### src/rtl/dma_event_dispatch.sv
module dma_event_dispatch #(
  parameter int NCH = 64,
  parameter int NQ = 8,
  parameter int NQUEUE = 4,
  parameter int PSW = 8,
  parameter int WW = 3,
  parameter int PW = 3,
  localparam int NT = NCH + NQ,
  localparam int CW = $clog2(NT),
  localparam int QW = $clog2(NQUEUE),
  localparam int DW = PSW + WW
) (
  input  logic                 clk,
  input  logic                 rst_n,
  input  logic [NCH-1:0]       ext_evt,
  input  logic [NCH-1:0]       chain_evt,
  input  logic                 cmd_valid,
  input  logic [2:0]           cmd_op,
  input  logic [CW-1:0]        cmd_chan,
  input  logic [DW-1:0]        cmd_data,
  input  logic                 pw_valid,
  input  logic [PSW-1:0]       pw_set,
  input  logic [WW-1:0]        pw_word,
  input  logic [NQUEUE-1:0]    q_full,
  output logic [NT-1:0]        evt_pend,
  output logic [NCH-1:0]       en_mask,
  output logic [NT-1:0]        missed,
  output logic                 err_irq,
  output logic                 disp_valid,
  output logic [CW-1:0]        disp_chan,
  output logic [QW-1:0]        disp_queue,
  output logic [NQUEUE*PW-1:0] queue_prio
);
  localparam logic [2:0] OP_SET = 3'd0, OP_CLR = 3'd1, OP_EN = 3'd2, OP_DIS = 3'd3,
                         OP_QMAP = 3'd4, OP_QCFG = 3'd5, OP_PRIO = 3'd6, OP_CLRM = 3'd7;

  logic [QW-1:0]  qmap  [NT];
  logic [PSW-1:0] qset  [NQ];
  logic [WW-1:0]  qword [NQ];
  logic [NT-1:0]  man, clr, mclr, trig, elig, disp_vec;
  logic [NQ-1:0]  qtrig;

  wire op_set  = cmd_valid && cmd_op == OP_SET;
  wire op_clr  = cmd_valid && cmd_op == OP_CLR;
  wire op_clrm = cmd_valid && cmd_op == OP_CLRM;

  always_comb begin
    for (int i = 0; i < NT; i++) begin
      man[i]  = op_set  && cmd_chan == CW'(i);
      clr[i]  = op_clr  && cmd_chan == CW'(i);
      mclr[i] = op_clrm && cmd_chan == CW'(i);
      elig[i] = evt_pend[i] && !q_full[qmap[i]];
    end
    for (int q = 0; q < NQ; q++)
      qtrig[q] = pw_valid && pw_set == qset[q] && pw_word == qword[q];
  end

  assign trig = {qtrig, (ext_evt & en_mask) | chain_evt} | man;

  always_comb begin
    disp_valid = 1'b0;
    disp_chan  = '0;
    disp_queue = '0;
    for (int i = NT - 1; i >= 0; i--)
      if (elig[i]) begin
        disp_valid = 1'b1;
        disp_chan  = CW'(i);
        disp_queue = qmap[i];
      end
  end

  always_comb
    for (int i = 0; i < NT; i++)
      disp_vec[i] = disp_valid && disp_chan == CW'(i);

  assign err_irq = |missed;

  always_ff @(posedge clk) begin
    if (!rst_n) begin
      evt_pend <= '0;
      missed   <= '0;
      en_mask  <= '0;
      for (int i = 0; i < NT; i++) qmap[i] <= '0;
      for (int q = 0; q < NQ; q++) begin
        qset[q]  <= PSW'(q);
        qword[q] <= '1;
      end
      for (int k = 0; k < NQUEUE; k++) queue_prio[k*PW +: PW] <= PW'(k);
    end else begin
      evt_pend <= (evt_pend & ~disp_vec & ~clr) | trig;
      missed   <= (missed & ~mclr) | (trig & evt_pend & ~disp_vec);
      if (cmd_valid) begin
        for (int i = 0; i < NCH; i++)
          if (cmd_chan == CW'(i)) begin
            if (cmd_op == OP_EN)  en_mask[i] <= 1'b1;
            if (cmd_op == OP_DIS) en_mask[i] <= 1'b0;
          end
        for (int i = 0; i < NT; i++)
          if (cmd_op == OP_QMAP && cmd_chan == CW'(i)) qmap[i] <= cmd_data[QW-1:0];
        for (int q = 0; q < NQ; q++)
          if (cmd_op == OP_QCFG && cmd_chan == CW'(q)) begin
            qset[q]  <= cmd_data[PSW-1:0];
            qword[q] <= cmd_data[DW-1:PSW];
          end
        for (int k = 0; k < NQUEUE; k++)
          if (cmd_op == OP_PRIO && cmd_chan == CW'(k)) queue_prio[k*PW +: PW] <= cmd_data[PW-1:0];
      end
    end
  end

  p_disp_pending_r7: assert property (@(posedge clk) disable iff (!rst_n)
    disp_valid |-> evt_pend[disp_chan]);
  p_disp_not_full_r8: assert property (@(posedge clk) disable iff (!rst_n)
    disp_valid |-> !q_full[disp_queue]);
  p_disp_clears_r7: assert property (@(posedge clk) disable iff (!rst_n)
    disp_valid && !trig[disp_chan] |=> !evt_pend[$past(disp_chan)]);
  p_err_sticky_r6: assert property (@(posedge clk) disable iff (!rst_n)
    err_irq && !op_clrm |=> err_irq);
  p_pend_hold_r5: assert property (@(posedge clk) disable iff (!rst_n)
    !cmd_valid && !disp_valid |=> (evt_pend & $past(evt_pend)) == $past(evt_pend));
  p_mask_r3: assert property (@(posedge clk) disable iff (!rst_n)
    !cmd_valid && !pw_valid && chain_evt == '0 && (ext_evt & en_mask) == '0
    |=> (evt_pend & ~$past(evt_pend)) == '0);
endmodule

### config.mk
export PLATFORM = sky130hd
export DESIGN_NAME = dma_event_dispatch
export DESIGN_NICKNAME = d
export VERILOG_FILES = /design/src/rtl/dma_event_dispatch.sv
export SDC_FILE = /design/constraint.sdc
export NUM_CORES = 1
export LEC_CHECK = 0
export ABC_AREA = 1
export BUFFER_PORTS_ARGS = -buffer_cell sky130_fd_sc_hd__buf_2
export CAP_MARGIN = 20
export CORE_ASPECT_RATIO = 0.5
export CORE_MARGIN = 8
export CORE_UTILIZATION = 28
export CTS_CLUSTER_SIZE = 10
export DETAILED_ROUTE_END_ITERATION = 6
export PLACE_DENSITY = 0.52
export SETUP_SLACK_MARGIN = 0.15
export SYNTH_ARGS = -nofsm -noshare
export SYNTH_HDL_FRONTEND = slang
export SYNTH_SLANG_ARGS = --single-unit
### constraint.sdc
create_clock -name clk -period 10.8 [get_ports clk]
set_clock_uncertainty 0.05 [all_clocks]
set_input_delay 2.16 -clock clk [delete_from_list [all_inputs] [get_ports clk]]
set_output_delay 2.16 -clock clk [all_outputs]
set_load 0.01 [all_outputs]
==> impl_metrics.csv, run 1 <==
group,metric,value,unit
final_layout,number_of_nets_in_the_final_layout,3978,
timing,slew_violations,0,
power,comb_power_share,0.173,
cts,worst_setup_hold_path_clk_slew,50,ps
setup_path,critPathKind,"in2out",
global_route,global_route.usage.total,0.207,
synthesis,mappedNetlistNets,3651,
placement,pre_cts_ws,1290,ps
power,power.share.switching,0.312,
floorplanning,die-width,443,um
global_route,gr-total-overflow,0,
timing,grt_setup_unrepaired,"false",
timing,period_share,0.894,
synthesis,synth_edf_count,232,
floorplanning,num_rows,78,
power,share_seq_of_total_power,0.450,
routing,antenna_violating_nets_post_route,0,
routing,drt-initial-drc-count,2220,
floorplanning,core,90500,um^2
global_route,grt_first_pass_wirelength,162000,um
floorplanning,initial_core_util,0.282,
synthesis,synthesis.instances,3483,
cts,number_of_setup_buffers_added_after_cts,0,
timing,final_hold_viol_count,0,
placement,placed_cell_area,28700,um^2
cts,clock-sinks,452,
synthesis,postSynth.asyncResetShare,0,
synthesis,distinct_cell_type_count_after_synthesis,43,
placement,dp_hpwl,80500,um
timing,relSlewSlack,0.252,
power,power_frac_clock,0.377,
global_route,initial_antenna_violation_count,6,
floorplanning,die_h,229,um
cts,buffer_type_at_the_clock_tree_root,"sky130_fd_sc_hd__clkbuf_16",
final_layout,area.growth.synth_to_final,18.4,%
placement,dp.cells,4956,
setup_path,cp.required,8590,ps
placement,place_congestion,0.944,
setup_path,critical_path.endpoint_type,"output pin",
routing,via_count,26300,
timing,final_critical_path_setup_slack,1150,ps
hold_path,timing.hold.worst.class,"reg2reg",
routing,drt-pass1-iter-count,6,
synthesis,yosys_warnings,0,
floorplanning,io_pins,399,
final_layout,final_layout_size_suffix_gt1_frac,0.142,
power,vdd_ir_drop_max,104,uV
power,power_switching,1.37,mW
setup_path,cp_slowest_cell,"sky130_fd_sc_hd__inv_4",
timing,setup_viol_count_final,0,
global_route,first_global_vias,25300,
timing,tightestPinTransition,1120,ps
synthesis,mapped_cell_area,25500,um^2
cts,cts_resized,0,
synthesis,ys_seq_elements,452,
setup_path,critPathBufInv,4,
final_layout,finalInstanceArea,30200,um^2
cts,tritoncts_clock_tree,"yes",
power,power_report.internal_total,3.02,mW
timing,final.min_clock_period,9650,ps
setup_path,timing.critical_path.slowest_cell_delay,220,ps
placement,buffer_ports.inserted,398,
cts,ctsHoldBuffers,0,
routing,remaining_drc_errors,0,
power,power_per_cell_area,145,nW/um^2
setup_path,critical_path_arrival,7440,ps
cts,cts-root-to-sink-buffers,3,
routing,avgViaCountPerCell,5.21,
timing,setup_total_neg_slack,0,ps
floorplanning,fp.dieArea,102000,um^2
cts,htree_num_levels,2,
cts,clk-insertion-delay-late,620,ps
setup_path,timing.critical_path.fanout_max,16,
synthesis,synth_area_per_cell,7.32,um^2
timing,clock.fmax,0.104,GHz
power,p_leak,12.4,nW
final_layout,num-fill-cells,9653,
setup_path,setup.worst_path.start_class,"input port",
setup_path,crit_family,"simple AND/OR/NAND/NOR gates",
status,result_of_the_run,"finished clean",
synthesis,yosysSeqAreaShare,0.446,
routing,routed_wl,112000,um
job,cap_viol_max_count,0,
routing,drt-wirelength-per-cell,22.1,um
cts,tritoncts.num_buffers,52,
global_route,grt_max_degree,73,
final_layout,final_cell_count_no_fill,5049,
setup_path,cpMostUsedCell,"sky130_fd_sc_hd__nand2_1",
synthesis,ys.flop_type,"sky130_fd_sc_hd__edfxtp_1",
[metrics by stage]
step,hold WS [ps],util,total power [mW]
6_report,392,0.334,4.39
5_1_grt,431,0.334,4.56
4_1_cts,396,0.334,4.41
3_5_place_dp,386,0.317,2.76
3_3_place_gp,381,0.317,2.75
2_1_floorplan,418,-,2.42
[cell type report]
| type | instances | area (um^2) | area share |
|---|---|---|---|
| multi-input cells | 2437 | 11900 | 0.394 |
| flip-flops and latches | 452 | 11400 | 0.376 |
| repair buffers | 438 | 2300 | 0.0761 |
| inverters | 429 | 1620 | 0.0536 |
| well taps | 1200 | 1500 | 0.0497 |
| clock buffers | 86 | 1460 | 0.0483 |
| clock inverters | 4 | 35.0 | 0.00116 |
| diodes | 3 | 7.51 | 0.000249 |
[power groups by stage]
stage | registers [mW] | clock network [mW] | logic (mW)
after floorplan | 1.99 | 0 | 0.431
final | 1.97 | 1.66 | 0.760
after detailed placement | 2.01 | 0 | 0.747
after CTS | 1.97 | 1.68 | 0.751
after global placement | 2.01 | 0 | 0.742
after global routing | 1.98 | 1.75 | 0.822
[kinds of logic (layout without fill, tap and decap cells)]
family                    after synthesis  count (layout)  synth area share
DFF                                   452             452             0.446
AOI/OAI and AO/OA                     730             730             0.170
buffers and inverters                 594             957            0.0898
xor gates and xnor gates               61              61            0.0209
other                                   0               3                 0
and+or+nand+nor                      1646            1646             0.273
[placed cells by master (no fill, tap or decap), types with 4 or more instances in the layout]
cell	netlist	layout
sky130_fd_sc_hd__nor2_2	0	4
sky130_fd_sc_hd__o221ai_1	31	31
sky130_fd_sc_hd__o211ai_1	54	54
sky130_fd_sc_hd__dfxtp_1	220	220
sky130_fd_sc_hd__nand3b_1	24	24
sky130_fd_sc_hd__clkinv_1	12	12
sky130_fd_sc_hd__nand2_2	3	5
sky130_fd_sc_hd__xnor2_1	15	15
sky130_fd_sc_hd__buf_2	7	397
sky130_fd_sc_hd__nand2_1	713	711
sky130_fd_sc_hd__nor2_1	542	534
sky130_fd_sc_hd__nand4_2	8	8
sky130_fd_sc_hd__a31oi_1	11	11
sky130_fd_sc_hd__o21ai_1	5	7
sky130_fd_sc_hd__o21ai_0	201	199
sky130_fd_sc_hd__xor2_1	46	46
sky130_fd_sc_hd__edfxtp_1	232	232
sky130_fd_sc_hd__clkbuf_16	0	53
sky130_fd_sc_hd__nand4_1	76	76
sky130_fd_sc_hd__o31ai_1	19	19
sky130_fd_sc_hd__inv_2	4	5
sky130_fd_sc_hd__a221oi_1	19	19
sky130_fd_sc_hd__inv_1	412	410
sky130_fd_sc_hd__or2_2	14	14
sky130_fd_sc_hd__nor2_4	0	4
sky130_fd_sc_hd__a21boi_0	38	38
sky130_fd_sc_hd__buf_4	5	40
sky130_fd_sc_hd__a211oi_1	67	67
sky130_fd_sc_hd__a21oi_1	277	276
sky130_fd_sc_hd__nor4_1	27	27
sky130_fd_sc_hd__nand3_1	192	191
sky130_fd_sc_hd__clkbuf_1	129	32
sky130_fd_sc_hd__nor3_1	38	38
[worst reg2reg max path, delay by kind of cell, from the launching register on]
family                 cells  cell delay, ps
AO/OA/AOI/OAI             19            3740
buffers and inverters      5            1560
flip-flops                 1             390
AND/OR/NAND/NOR            6             940
[metal layers]
metal	vias up	track usage	share of wire
met4	6	0.0942	0.049
met5	-	0	0.00035
li1	12400	-	-
met3	249	0.0270	0.062
met2	1019	0.358	0.48
met1	12700	0.256	0.41
[sequential cells by signal (all words and copies together), names as in the netlist]
name / flops
evt_pend: 72
qword: 24
en_mask: 64
qmap: 144
queue_prio: 12
missed: 72
qset: 64
[final timing paths]
check	start	endpoint	slack [ps]	cells after the start
worst max-delay path	q_full[3]	disp_queue[1]	1150	74
worst min-delay path	queue_prio[4]	queue_prio[4]	390	2
worst max register to register	qmap[0][134]	missed[41]	4060	30
worst min register to register	queue_prio[4]	queue_prio[4]	390	2
[synthesized netlist by cell type (all sizes together), types with 14 or more instances]
master	n	area (um^2)
clkbuf	129	484
a21oi	278	1400
inv	417	1570
nor4	27	169
nand3	194	981
or2	14	87.6
o21ai	206	1030
a221oi	19	166
nor3	38	190
o31ai	19	143
edfxtp	232	6970
a211oi	67	503
o211ai	55	418
dfxtp	220	4400
o221ai	31	272
nor2	542	2030
nand4	84	576
nand2	717	2710
xnor2	15	131
a21boi	38	285
xor2	46	403
buf	36	193
nand3b	24	180
Note: power is estimated with default switching activity, not from simulation.
==> inputs of run 2 (changes only) <==
--- a/config.mk
+++ b/config.mk
@@ -11,8 +11,10 @@
 export CORE_ASPECT_RATIO = 0.5
 export CORE_MARGIN = 8
 export CORE_UTILIZATION = 28
+export CTS_BUF_LIST = sky130_fd_sc_hd__clkbuf_8
 export CTS_CLUSTER_SIZE = 10
 export DETAILED_ROUTE_END_ITERATION = 6
+export MAX_ROUTING_LAYER = met4
 export PLACE_DENSITY = 0.52
 export SETUP_SLACK_MARGIN = 0.15
 export SYNTH_ARGS = -nofsm -noshare
==> run 2 against run 1 <==
  * Worst setup slack better by 44 ps
  * Critical path depth is 3 lower
  * Register-to-register slack better by 470 ps
  * Highest routed layer is now met4
  * Sequential power hardly changed
  * First-iteration DRC count is 7.5% higher
  * Die area stayed put
  * Clock power hardly changed
==> impl_metrics.csv, run 2 (synthesized netlist as in run 1, its figures left out) <==
group,metric,value,unit
job,cap_viol_max_count,0,
cts,cts-root-to-sink-buffers,3,
routing,drt-pass1-iter-count,6,
cts,tritoncts.num_buffers,80,
routing,remaining_drc_errors,0,
power,vdd_ir_drop_max,87.1,uV
global_route,grt_first_pass_wirelength,162000,um
final_layout,layout.cells.most_common_list,"sky130_fd_sc_hd__nand2_1 (711), sky130_fd_sc_hd__nor2_1 (534), sky130_fd_sc_hd__inv_1 (441)",
global_route,global_route.usage.total,0.213,
final_layout,num-fill-cells,9674,
timing,final_hold_viol_count,0,
power,p_leak,12.6,nW
timing,grt_setup_unrepaired,"false",
final_layout,largest_registers,"qmap x144, evt_pend x72, missed x72",
routing,antenna_violating_nets_post_route,0,
setup_path,timing.critical_path.slowest_cell_delay,470,ps
floorplanning,die-width,443,um
global_route,first_global_vias,25400,
setup_path,worstReg2RegStart,"qmap[0][142]",
setup_path,cp_slowest_cell,"sky130_fd_sc_hd__buf_4",
floorplanning,io_pins,399,
power,power_report.internal_total,2.97,mW
power,power_switching,1.41,mW
routing,drt-initial-drc-count,2386,
timing,fin_worst_hold_slack,398,ps
global_route,initial_antenna_violation_count,9,
cts,htree_num_levels,3,
floorplanning,num_rows,78,
setup_path,worst-r2r-cell-count,79,
floorplanning,initial_core_util,0.282,
setup_path,setup.worst_path.start_class,"input port",
hold_path,timing.hold.worst.class,"reg2reg",
setup_path,critPathKind,"in2out",
placement,place_congestion,0.957,
setup_path,critical_path.endpoint_type,"output pin",
placement,dp_hpwl,80000,um
setup_path,worst_r2r_endpoint,"missed[64]",
final_layout,postLayoutCoreUtil,0.335,
floorplanning,core,90500,um^2
final_layout,number_of_nets_in_the_final_layout,4006,
final_layout,final_cell_count_no_fill,5111,
setup_path,timing.critical_path.fanout_max,39,
cts,buffer_type_at_the_clock_tree_root,"sky130_fd_sc_hd__clkbuf_8",
power,power_frac_clock,0.375,
final_layout,ff_latch_area,11400,um^2
cts,worst_setup_hold_path_clk_slew,50,ps
setup_path,cp.required,8590,ps
placement,buffer_ports.inserted,398,
setup_path,crit_start,"q_full[1]",
cts,number_of_setup_buffers_added_after_cts,0,
power,share_seq_of_total_power,0.451,
final_layout,flip_flop_count_of_the_largest_register_after_layout,144,
final_layout,finalInstanceArea,30300,um^2
final_layout,register_with_the_most_flip_flops,"qmap",
floorplanning,fp.dieArea,102000,um^2
routing,via_count,26300,
global_route,grt_max_degree,73,
timing,final.min_clock_period,9610,ps
timing,slew_violations,0,
routing,routed_wl,112000,um
timing,tightestPinTransition,1150,ps
status,result_of_the_run,"finished clean",
setup_path,critical_path_arrival,7400,ps
hold_path,hp-start,"queue_prio[6]",
final_layout,final_layout_size_suffix_gt1_frac,0.152,
final_layout,mostFrequentLayoutCell,"sky130_fd_sc_hd__nand2_1",
setup_path,crit_path_end,"disp_queue[1]",
cts,clock-sinks,452,
cts,clk-insertion-delay-late,710,ps
timing,clock.fmax,0.104,GHz
timing,period_share,0.890,
timing,setup_viol_count_final,0,
timing,relSlewSlack,0.235,
power,power.share.switching,0.322,
setup_path,slack_of_the_worst_reg_to_reg_path,4530,ps
cts,cts_resized,0,
placement,dp.cells,4956,
timing,setup_total_neg_slack,0,ps
floorplanning,die_h,229,um
placement,placed_cell_area,28700,um^2
routing,drt-wirelength-per-cell,21.8,um
setup_path,cpMostUsedCell,"sky130_fd_sc_hd__nand2_1",
global_route,gr-total-overflow,0,
power,power_per_cell_area,144,nW/um^2
final_layout,area.growth.synth_to_final,18.8,%
cts,ctsHoldBuffers,0,
routing,avgViaCountPerCell,5.15,
final_layout,multi_input_comb_area,11900,um^2
power,comb_power_share,0.173,
cts,tritoncts_clock_tree,"yes",
## run 2: changes by cell type in the layout (fill, tap and decap cells not counted), sizes merged
cell,delta
clkbuf,+4
inv,+30
diode,+3
clkinvlp,+3
clkinv,+18
bufinv,+4
## run 2: cell type report
type / count / share of cell area
tap: 1200 / 0.0495
multi-input combinational: 2437 / 0.393
sequential: 452 / 0.375
inverter: 429 / 0.0534
clock inverter: 59 / 0.0115
timing repair buffer: 438 / 0.0758
antenna: 6 / 0.000495
clock buffer: 90 / 0.0409
## run 2: worst min-delay path by stage
stage	to	depth (start not counted)
finish	queue_prio[6]	2
global route	queue_prio[4]	2
CTS	queue_prio[6]	2
detailed placement	queue_prio[6]	2
global placement	queue_prio[4]	2
floorplan	queue_prio[4]	2
## run 2: metal layers
layer | up-vias | global-route usage | part of all wire
met2 | 893 | 0.362 | 0.49
met3 | 224 | 0.0290 | 0.051
met1 | 12700 | 0.256 | 0.42
met5 | - | - | 0
met4 | 0 | 0.0887 | 0.045
li1 | 12500 | - | -
## run 2: critical path: cells and delay by family
| kind | cells | cell delay (ps) |
|---|---|---|
| AO/OA/AOI/OAI | 3 | 410 |
| buffers and inverters | 6 | 1010 |
| AND/OR/NAND/NOR | 62 | 3840 |
## run 2: metrics by stage
| stage | setup slack [ps] | total power, mW |
|---|---|---|
| 2_1_floorplan | 2470 | 2.42 |
| 3_3_place_gp | 1200 | 2.75 |
| 3_5_place_dp | 1310 | 2.76 |
| 4_1_cts | 1290 | 4.40 |
| 5_1_grt | 407 | 4.55 |
| 6_report | 1190 | 4.37 |
## run 2: power by group through the flow
stage / Sequential (mW) / Clock [mW] / Combinational, mW
final: 1.97 / 1.64 / 0.758
after global routing: 1.98 / 1.74 / 0.819
after CTS: 1.97 / 1.67 / 0.750
after detailed placement: 2.01 / 0 / 0.748
after global placement: 2.01 / 0 / 0.741
after floorplan: 1.99 / 0 / 0.431
